--- src/rtl/pci_par_pkg.sv ---
package pci_par_pkg;

    // State of one trailing-parity checker: whether a phase is awaiting its
    // parity bit, and the folded parity of the captured phase.
    typedef struct packed {
        logic armed;
        logic fold;
    } chk_state_t;

    // State of the data error line driver.
    typedef struct packed {
        logic low;
        logic hold_high;
    } drv_state_t;

    // Transaction-level state in the top.
    typedef struct packed {
        logic special;
        logic serr;
    } top_state_t;

endpackage

--- src/rtl/par_trail_check.sv ---
module par_trail_check #(
    parameter int WIDTH = 36
) (
    input  logic             clk,
    input  logic             rst_n,
    input  logic             sample_en,
    input  logic [WIDTH-1:0] bits,
    input  logic             par,
    output logic             err_o
);
    import pci_par_pkg::*;

    chk_state_t st_d, st_q;

    always_comb begin
        st_d       = st_q;
        st_d.armed = sample_en;
        st_d.fold  = ^bits;
    end

    always_ff @(posedge clk or negedge rst_n) begin
        if (!rst_n) begin
            st_q <= '0;
        end else begin
            st_q <= st_d;
        end
    end

    // Phase parity must equal the trailing parity bit; mismatch is an error.
    assign err_o = st_q.armed & (st_q.fold ^ par);

    assert_err_after_sample_R2: assert property (@(posedge clk) disable iff (!rst_n)
        err_o |-> $past(sample_en));

endmodule

--- src/rtl/perr_line_drv.sv ---
module perr_line_drv (
    input  logic clk,
    input  logic rst_n,
    input  logic err_i,
    output logic perr_n,
    output logic perr_oe
);
    import pci_par_pkg::*;

    drv_state_t st_d, st_q;

    always_comb begin
        st_d           = st_q;
        st_d.low       = err_i;
        // High drive for one clock only when the low run ends here.
        st_d.hold_high = st_q.low & ~err_i;
    end

    always_ff @(posedge clk or negedge rst_n) begin
        if (!rst_n) begin
            st_q <= '0;
        end else begin
            st_q <= st_d;
        end
    end

    assign perr_n  = ~st_q.low;
    assign perr_oe = st_q.low | st_q.hold_high;

    assert_low_stays_driven_R5: assert property (@(posedge clk) disable iff (!rst_n)
        (perr_oe && !perr_n) |=> perr_oe);

    assert_high_drive_single_R5: assert property (@(posedge clk) disable iff (!rst_n)
        (perr_oe && perr_n) |=> !(perr_oe && perr_n));

    assert_quiet_means_high_R1: assert property (@(posedge clk) disable iff (!rst_n)
        !perr_oe |-> perr_n);

endmodule

--- src/rtl/pci_par_reporter.sv ---
module pci_par_reporter #(
    parameter int         AD_W        = 32,
    parameter int         BE_W        = 4,
    parameter logic [3:0] SPECIAL_CMD = 4'b0001
) (
    input  logic            clk,
    input  logic            rst_n,
    input  logic [AD_W-1:0] ad,
    input  logic [BE_W-1:0] cbe_n,
    input  logic            par,
    input  logic            addr_phase,
    input  logic            data_phase,
    input  logic            wr_dir,
    input  logic            is_master,
    input  logic            irdy_n,
    input  logic            trdy_n,
    output logic            perr_n,
    output logic            perr_oe,
    output logic            serr_pull
);
    import pci_par_pkg::*;

    localparam int PHASE_W = AD_W + BE_W;

    logic [PHASE_W-1:0] phase_bits;
    logic               completed;
    logic               receiver;
    logic               data_chk_en;
    logic               data_err;
    logic               addr_err;
    top_state_t         st_d, st_q;

    assign phase_bits = {ad, cbe_n};
    assign completed  = data_phase & ~irdy_n & ~trdy_n;
    assign receiver   = is_master ? ~wr_dir : wr_dir;
    assign data_chk_en = completed & receiver & ~st_q.special;

    always_comb begin
        st_d = st_q;
        if (addr_phase) begin
            st_d.special = (cbe_n[3:0] == SPECIAL_CMD);
        end
        st_d.serr = addr_err;
    end

    always_ff @(posedge clk or negedge rst_n) begin
        if (!rst_n) begin
            st_q <= '0;
        end else begin
            st_q <= st_d;
        end
    end

    par_trail_check #(.WIDTH(PHASE_W)) u_data_chk (
        .clk       (clk),
        .rst_n     (rst_n),
        .sample_en (data_chk_en),
        .bits      (phase_bits),
        .par       (par),
        .err_o     (data_err)
    );

    par_trail_check #(.WIDTH(PHASE_W)) u_addr_chk (
        .clk       (clk),
        .rst_n     (rst_n),
        .sample_en (addr_phase),
        .bits      (phase_bits),
        .par       (par),
        .err_o     (addr_err)
    );

    perr_line_drv u_perr_drv (
        .clk     (clk),
        .rst_n   (rst_n),
        .err_i   (data_err),
        .perr_n  (perr_n),
        .perr_oe (perr_oe)
    );

    assign serr_pull = st_q.serr;

    assert_perr_two_after_phase_R2: assert property (@(posedge clk) disable iff (!rst_n)
        !perr_n |-> $past(completed, 2));

    assert_perr_only_receiver_R4: assert property (@(posedge clk) disable iff (!rst_n)
        !perr_n |-> $past(receiver, 2));

    assert_serr_two_after_addr_R7: assert property (@(posedge clk) disable iff (!rst_n)
        serr_pull |-> $past(addr_phase, 2));

endmodule

--- config.mk ---
export PLATFORM = sky130hd
export DESIGN_NAME = pci_par_reporter
export DESIGN_NICKNAME = d
export VERILOG_FILES = /design/src/rtl/pci_par_pkg.sv /design/src/rtl/par_trail_check.sv /design/src/rtl/perr_line_drv.sv /design/src/rtl/pci_par_reporter.sv
export SDC_FILE = /design/constraint.sdc
export NUM_CORES = 1
export LEC_CHECK = 0
export ABC_AREA = 1
export BUFFER_PORTS_ARGS = -buffer_cell sky130_fd_sc_hd__buf_4
export CAP_MARGIN = 0
export CORE_MARGIN = 4
export CORE_UTILIZATION = 40
export CTS_CLUSTER_SIZE = 25
export DETAILED_ROUTE_END_ITERATION = 8
export GPL_ROUTABILITY_DRIVEN = 0
export PLACE_DENSITY_LB_ADDON = 0.05
export SYNTH_ARGS = -nofsm -noshare
export SYNTH_HDL_FRONTEND = slang
export SYNTH_SLANG_ARGS = --single-unit
--- constraint.sdc ---
create_clock -name clk -period 0.9 [get_ports clk]
set_input_delay 0.135 -clock clk [delete_from_list [all_inputs] [get_ports clk]]
set_output_delay 0.135 -clock clk [all_outputs]
set_load 0.005 [all_outputs]
Word-level counts from Yosys, hierarchy flattened
Index checks and enable logic that the tools add are counted.
Cells by class
  mux-type cells: 1
  reduce and logical (&&, ||, !) cells: 1
  bitwise gates (word level): 15
  eq/ne operators: 1
Operators with widths (count)
  XOR reduction 36 bit: 1
  AND 1 bit: 7
  inverter 1 bit: 6
  equality test 4 x 1 -> 1 bit, second input constant: 1
  2-to-1 mux 1 bit: 1
  bitwise OR 1 bit: 1
  bitwise XOR 1 bit: 1
Word-level totals
  output and inout bits: 3
  register bits after elaboration: 7
  word-level logic and storage cells: 25
  input bits: 45

Depth between registers and ports, before layout
  word-level depth: 5
  mapped depth: 13
  depth with buffers taken out: 13

Modules after synthesis
From an unflattened synthesis, not the netlist that was laid out.
Second synthesis, totals
  cell total of the unflattened synthesis: 376
  area, all modules: 1839.3 µm²
By module, submodules not included
  par_trail_check: sequential area each 50.0 µm², cells each 176, area each 829.5 µm², instances 2
  pci_par_reporter: sequential area each 50.0 µm², cells each 18, area each 112.6 µm², instances 1
  perr_line_drv: sequential area each 50.0 µm², cells each 6, area each 67.6 µm², instances 1

Worst setup path before layout
No wires, ideal clock.
  kind: input -> register
  start point: input cbe_n[1]
  end point: register u_addr_chk.st_q[0] in the netlist's numbering
  slack: -321 ps
  path buffers: 0
  setup time: 117 ps
  required time: 783 ps
  data arrival time: 1104 ps
  cell stages on the path: 10
  cell sequence: inv_1 -> ha_1 -> xnor2_1 -> nand3_1 -> nand2_1 -> nand2_1 -> nand2_1 -> nand3_1 -> nand3_1 -> nand2_1
RTL lines
  start, declared: line pci_par_reporter.sv:9  | input logic [BE_W-1:0] cbe_n,
  end signal, assigned: line par_trail_check.sv:25  | st_q <= st_d;
  end, declared: line par_trail_check.sv:13  | chk_state_t st_d, st_q;

Final worst setup path
  start point: register u_perr_drv.st_q[1] in the netlist's numbering
  end point: output perr_oe
On the way
  longest elaborated chain between the ends: 1
Ends and longest elaborated chain
  start, declared: line perr_line_drv.sv:10  | drv_state_t st_d, st_q;
  start signal, assigned: line perr_line_drv.sv:23  | st_q <= st_d;
  bitwise OR 1 bit: line perr_line_drv.sv:28  | assign perr_oe = st_q.low | st_q.hold_high;
  end, declared: line pci_par_reporter.sv:18  | output logic perr_oe,
Every way passes these cells.

==> flow_metrics.py <==
metrics = {
    "outcome": {
        "outcome": "finished, violations left",
        "violations": "negative setup slack",
    },
    "synth": {
        "net_count_synth": 276,
        "main_synth_ff_type": "dfrtp_1",
        "post_synth_edffs": 0,
        "post_synthesis_sequential_element_count": 7,
        "synth_seq_area_share_pct": 15.7,
        "main_combinational_cell_family_by_area_after_synthesis": "simple AND/OR/NAND/NOR gates",
        "post_synth_inst_count": 229,
        "synth.avg_cell_area_um2": 4.87,
        "synthDominantCellAreaShare_pct": 46.4,
        "synth_largest_area_cell": "nand2_1",
        "yosys-top-cells-area": "nand2_1 (46%), dfrtp_1 (16%), inv_1 (12%)",
        "synth-xor-area-share_pct": 4.71,
        "synth-compound-area-share_pct": 0.897,
        "synthMuxAreaShare_pct": 0,
        "synth_warnings": 0,
        "most_frequent_cell_after_synthesis": "nand2_1",
        "ys_top_cells_by_count": "nand2_1 (138), inv_1 (35), nand2_2 (15), nand3_1 (10), inv_2 (8)",
        "synth-simple-area-share_pct": 62.0,
        "netlist-cell-type-count": 14,
        "mappedNetlistArea_um2": 1120,
        "share_of_flip_flops_with_an_asynchronous_set_or_reset_pct": 100,
        "synth_fa_ha_area_share_pct": 2.24,
    },
    "cts": {
        "cts_tree": "done",
        "cts_buffers": 3,
        "ctsLongestPathBuffers": 2,
        "postCtsSetupRepairBufs": 0,
        "cts_max_level": 1,
        "root_buffer": "clkbuf_4",
        "clkSinkCount": 7,
        "clk_pin_slew_worst_paths_ns": 0.05,
        "worst_skew_pair.late_latency_ns": 0.24,
    },
    "worst_setup_path": {
        "cp_max_fo": 2,
        "launch_point_of_the_worst_path": "u_perr_drv.st_q[1]",
        "r2r_cells": 3,
        "critPathMaxStageDelay_ns": 0.37,
        "crit_type": "reg2out",
        "critical_path.endpoint_type": "primary output",
        "cp_data_required_time_ns": 0.76,
        "worstSetupStartpointType": "register",
        "reg2reg_setup_slack_ns": 0.07,
        "worst_setup_path_endpoint": "perr_oe",
        "critPathArrivalTime_ns": 0.95,
        "timing.rr.end": "u_perr_drv.st_q[0]",
        "crit_path_top_delay_cell": "dfrtp_1",
        "cp_cell_sequence": "or2_4 > buf_6",
        "critical_path.reg2reg.startpoint": "u_addr_chk.st_q[0]",
    },
    "layout": {
        "final_layout_size_suffix_gt1_share_pct": 29.7,
        "filler_cell_count": 272,
        "ant_cells": 0,
        "finalCoreUtilization_pct": 64.2,
        "syn_to_final_growth_pct": 47.6,
        "final_net_count": 331,
    },
    "power": {
        "power_leakage_nw": 1.08,
        "total_power_w": 0.00146,
        "power.density_cell_area_nw_per_um2": 883,
        "ir_worst_vdd_uv": 979,
    },
    "die": {
        "floorplan.initialDensity_pct": 43.5,
        "core_area_um2": 2570,
        "die_area_um2": 3700,
        "die-width_um": 60.8,
        "ios": 48,
        "die_span_in_y_um": 60.8,
        "rows": 18,
    },
    "drt": {
        "routed-via-count": 1336,
        "routed_wire_length_per_instance_um": 7.30,
        "drc_errors": 0,
        "avgViaCountPerCell": 4.27,
        "drt_pass1_iterations": 4,
        "total_routed_wirelength_um": 2280,
        "ant_nets": 0,
        "drt_iter0_drc": 60,
    },
    "timing": {
        "relSlewSlack_pct": 83.8,
        "final.hold.worst_slack_ns": 0.0443,
        "worst_slew_pin_slew_ns": 0.240,
        "post-route-worst-setup-slack_ns": -0.183,
        "final-setup-viol-count": 3,
        "maxClockFrequency_mhz": 923,
        "period_needed_ns": 1.08,
        "timing.clock.skew_ns": 0.000766,
        "final_hold_viol_count": 0,
        "layout_worst_path_cycle_share_pct": 120,
        "slew_viol_final": 0,
        "rsz0062_at_grt": "true",
    },
    "worst_hold_path": {
        "hp-class": "in2reg",
    },
    "flow_run": {
        "max_cap_violations": 0,
    },
    "global_routing": {
        "wire_length_of_the_first_global_routing_pass_um": 3840,
        "grt_antenna_before_repair": 0,
        "globalRoute.totalOverflow": 0,
        "grt.total_usage_pct": 12.9,
        "grt_pass1_vias": 1093,
        "grt_max_degree": 8,
    },
    "placement": {
        "place_hpwl_um": 2010,
        "io_buffers": 47,
    },
}
## sequential cells by signal, summed over array words and instances, names as in the netlist
signal	flops
u_data_chk.st_q	1
st_q	1
u_addr_chk.st_q	2
u_perr_drv.st_q	2
serr_pull	1
## through the flow
| stage | TNS [ns] | instances | setup WS [ns] | area (um^2) |
|---|---|---|---|---|
| after floorplan | -0.211 | 229 | -0.211 | 1170 |
| after global placement | -0.413 | 307 | -0.408 | 1560 |
| after detailed placement | -0.452 | 307 | -0.448 | 1560 |
| after CTS | -0.454 | 312 | -0.195 | 1620 |
| after global routing | -0.598 | 313 | -0.222 | 1650 |
| final | -0.438 | 313 | -0.183 | 1650 |
## power by group
group | total, W | leakage, nW | internal [W] | switching (W)
logic | 0.000820 | 0.971 | 0.000403 | 0.000418
clock network | 0.000271 | 0.0150 | 0.000168 | 0.000102
registers | 0.000365 | 0.0908 | 0.000352 | 0.0000127
total | 0.00146 | 1.08 | 0.000923 | 0.000532
## cell usage in the layout (no fill, tap or decap), drive strengths merged
cell / netlist / layout
buf: 0 / 48
clkbuf: 0 / 4
dfrtp: 7 / 7
dlygate4sd3: 0 / 2
ha: 2 / 2
inv: 43 / 43
nand2: 153 / 153
nand3: 10 / 10
nor2: 4 / 4
nor4: 1 / 1
o21ai: 2 / 2
or2: 1 / 1
xnor2: 4 / 4
xor2: 2 / 2
## worst max-delay path: cells and delay by family (launching register included)
family	cells	cell delay, ns
DFF	1	0.37
and+or+nand+nor	1	0.23
buffers and inverters	1	0.11
## worst min path at each step
stage | from | to | depth (start not counted)
after floorplan | rst_n | serr_pull | 0
after global placement | rst_n | u_data_chk.st_q[1] | 1
after detailed placement | rst_n | u_data_chk.st_q[1] | 1
after CTS | addr_phase | u_addr_chk.st_q[1] | 1
after global routing | trdy_n | u_data_chk.st_q[1] | 2
final | trdy_n | u_data_chk.st_q[1] | 2
## final cells by class
class	count	area, um^2	share of cell area [%]
Timing Repair Buffer	50	399	24.2
Inverter	43	179	10.9
Sequential cell	7	175	10.6
Multi-Input combinational cell	179	831	50.4
Tap cell	30	37.5	2.28
Clock buffer	4	26.3	1.59
## routing by layer
layer	track usage [%]	vias to the layer above	share of wire, %
met5	0	-	0
met4	2.79	0	0
met3	1.91	0	5.0
met2	23.1	25	53
met1	16.3	538	42
li1	-	773	-
## what timing repair did
item | 4_1_cts | 5_1_grt
pin swaps | 12 | 10
hold buffers | 1 | 1
setup endpoints to repair | 3 | 3
endpoints found under the hold margin | 7 | 1
gates resized for setup | 7 | 3
## cell families after synthesis
group | Yosys count
AND/OR/NAND/NOR | 169
buffers and inverters | 43
flip-flops | 7
XOR/XNOR | 6
AO/OA/AOI/OAI | 2
adder cells (fa/ha/maj) | 2
Note: power is estimated with default switching activity, not from simulation.
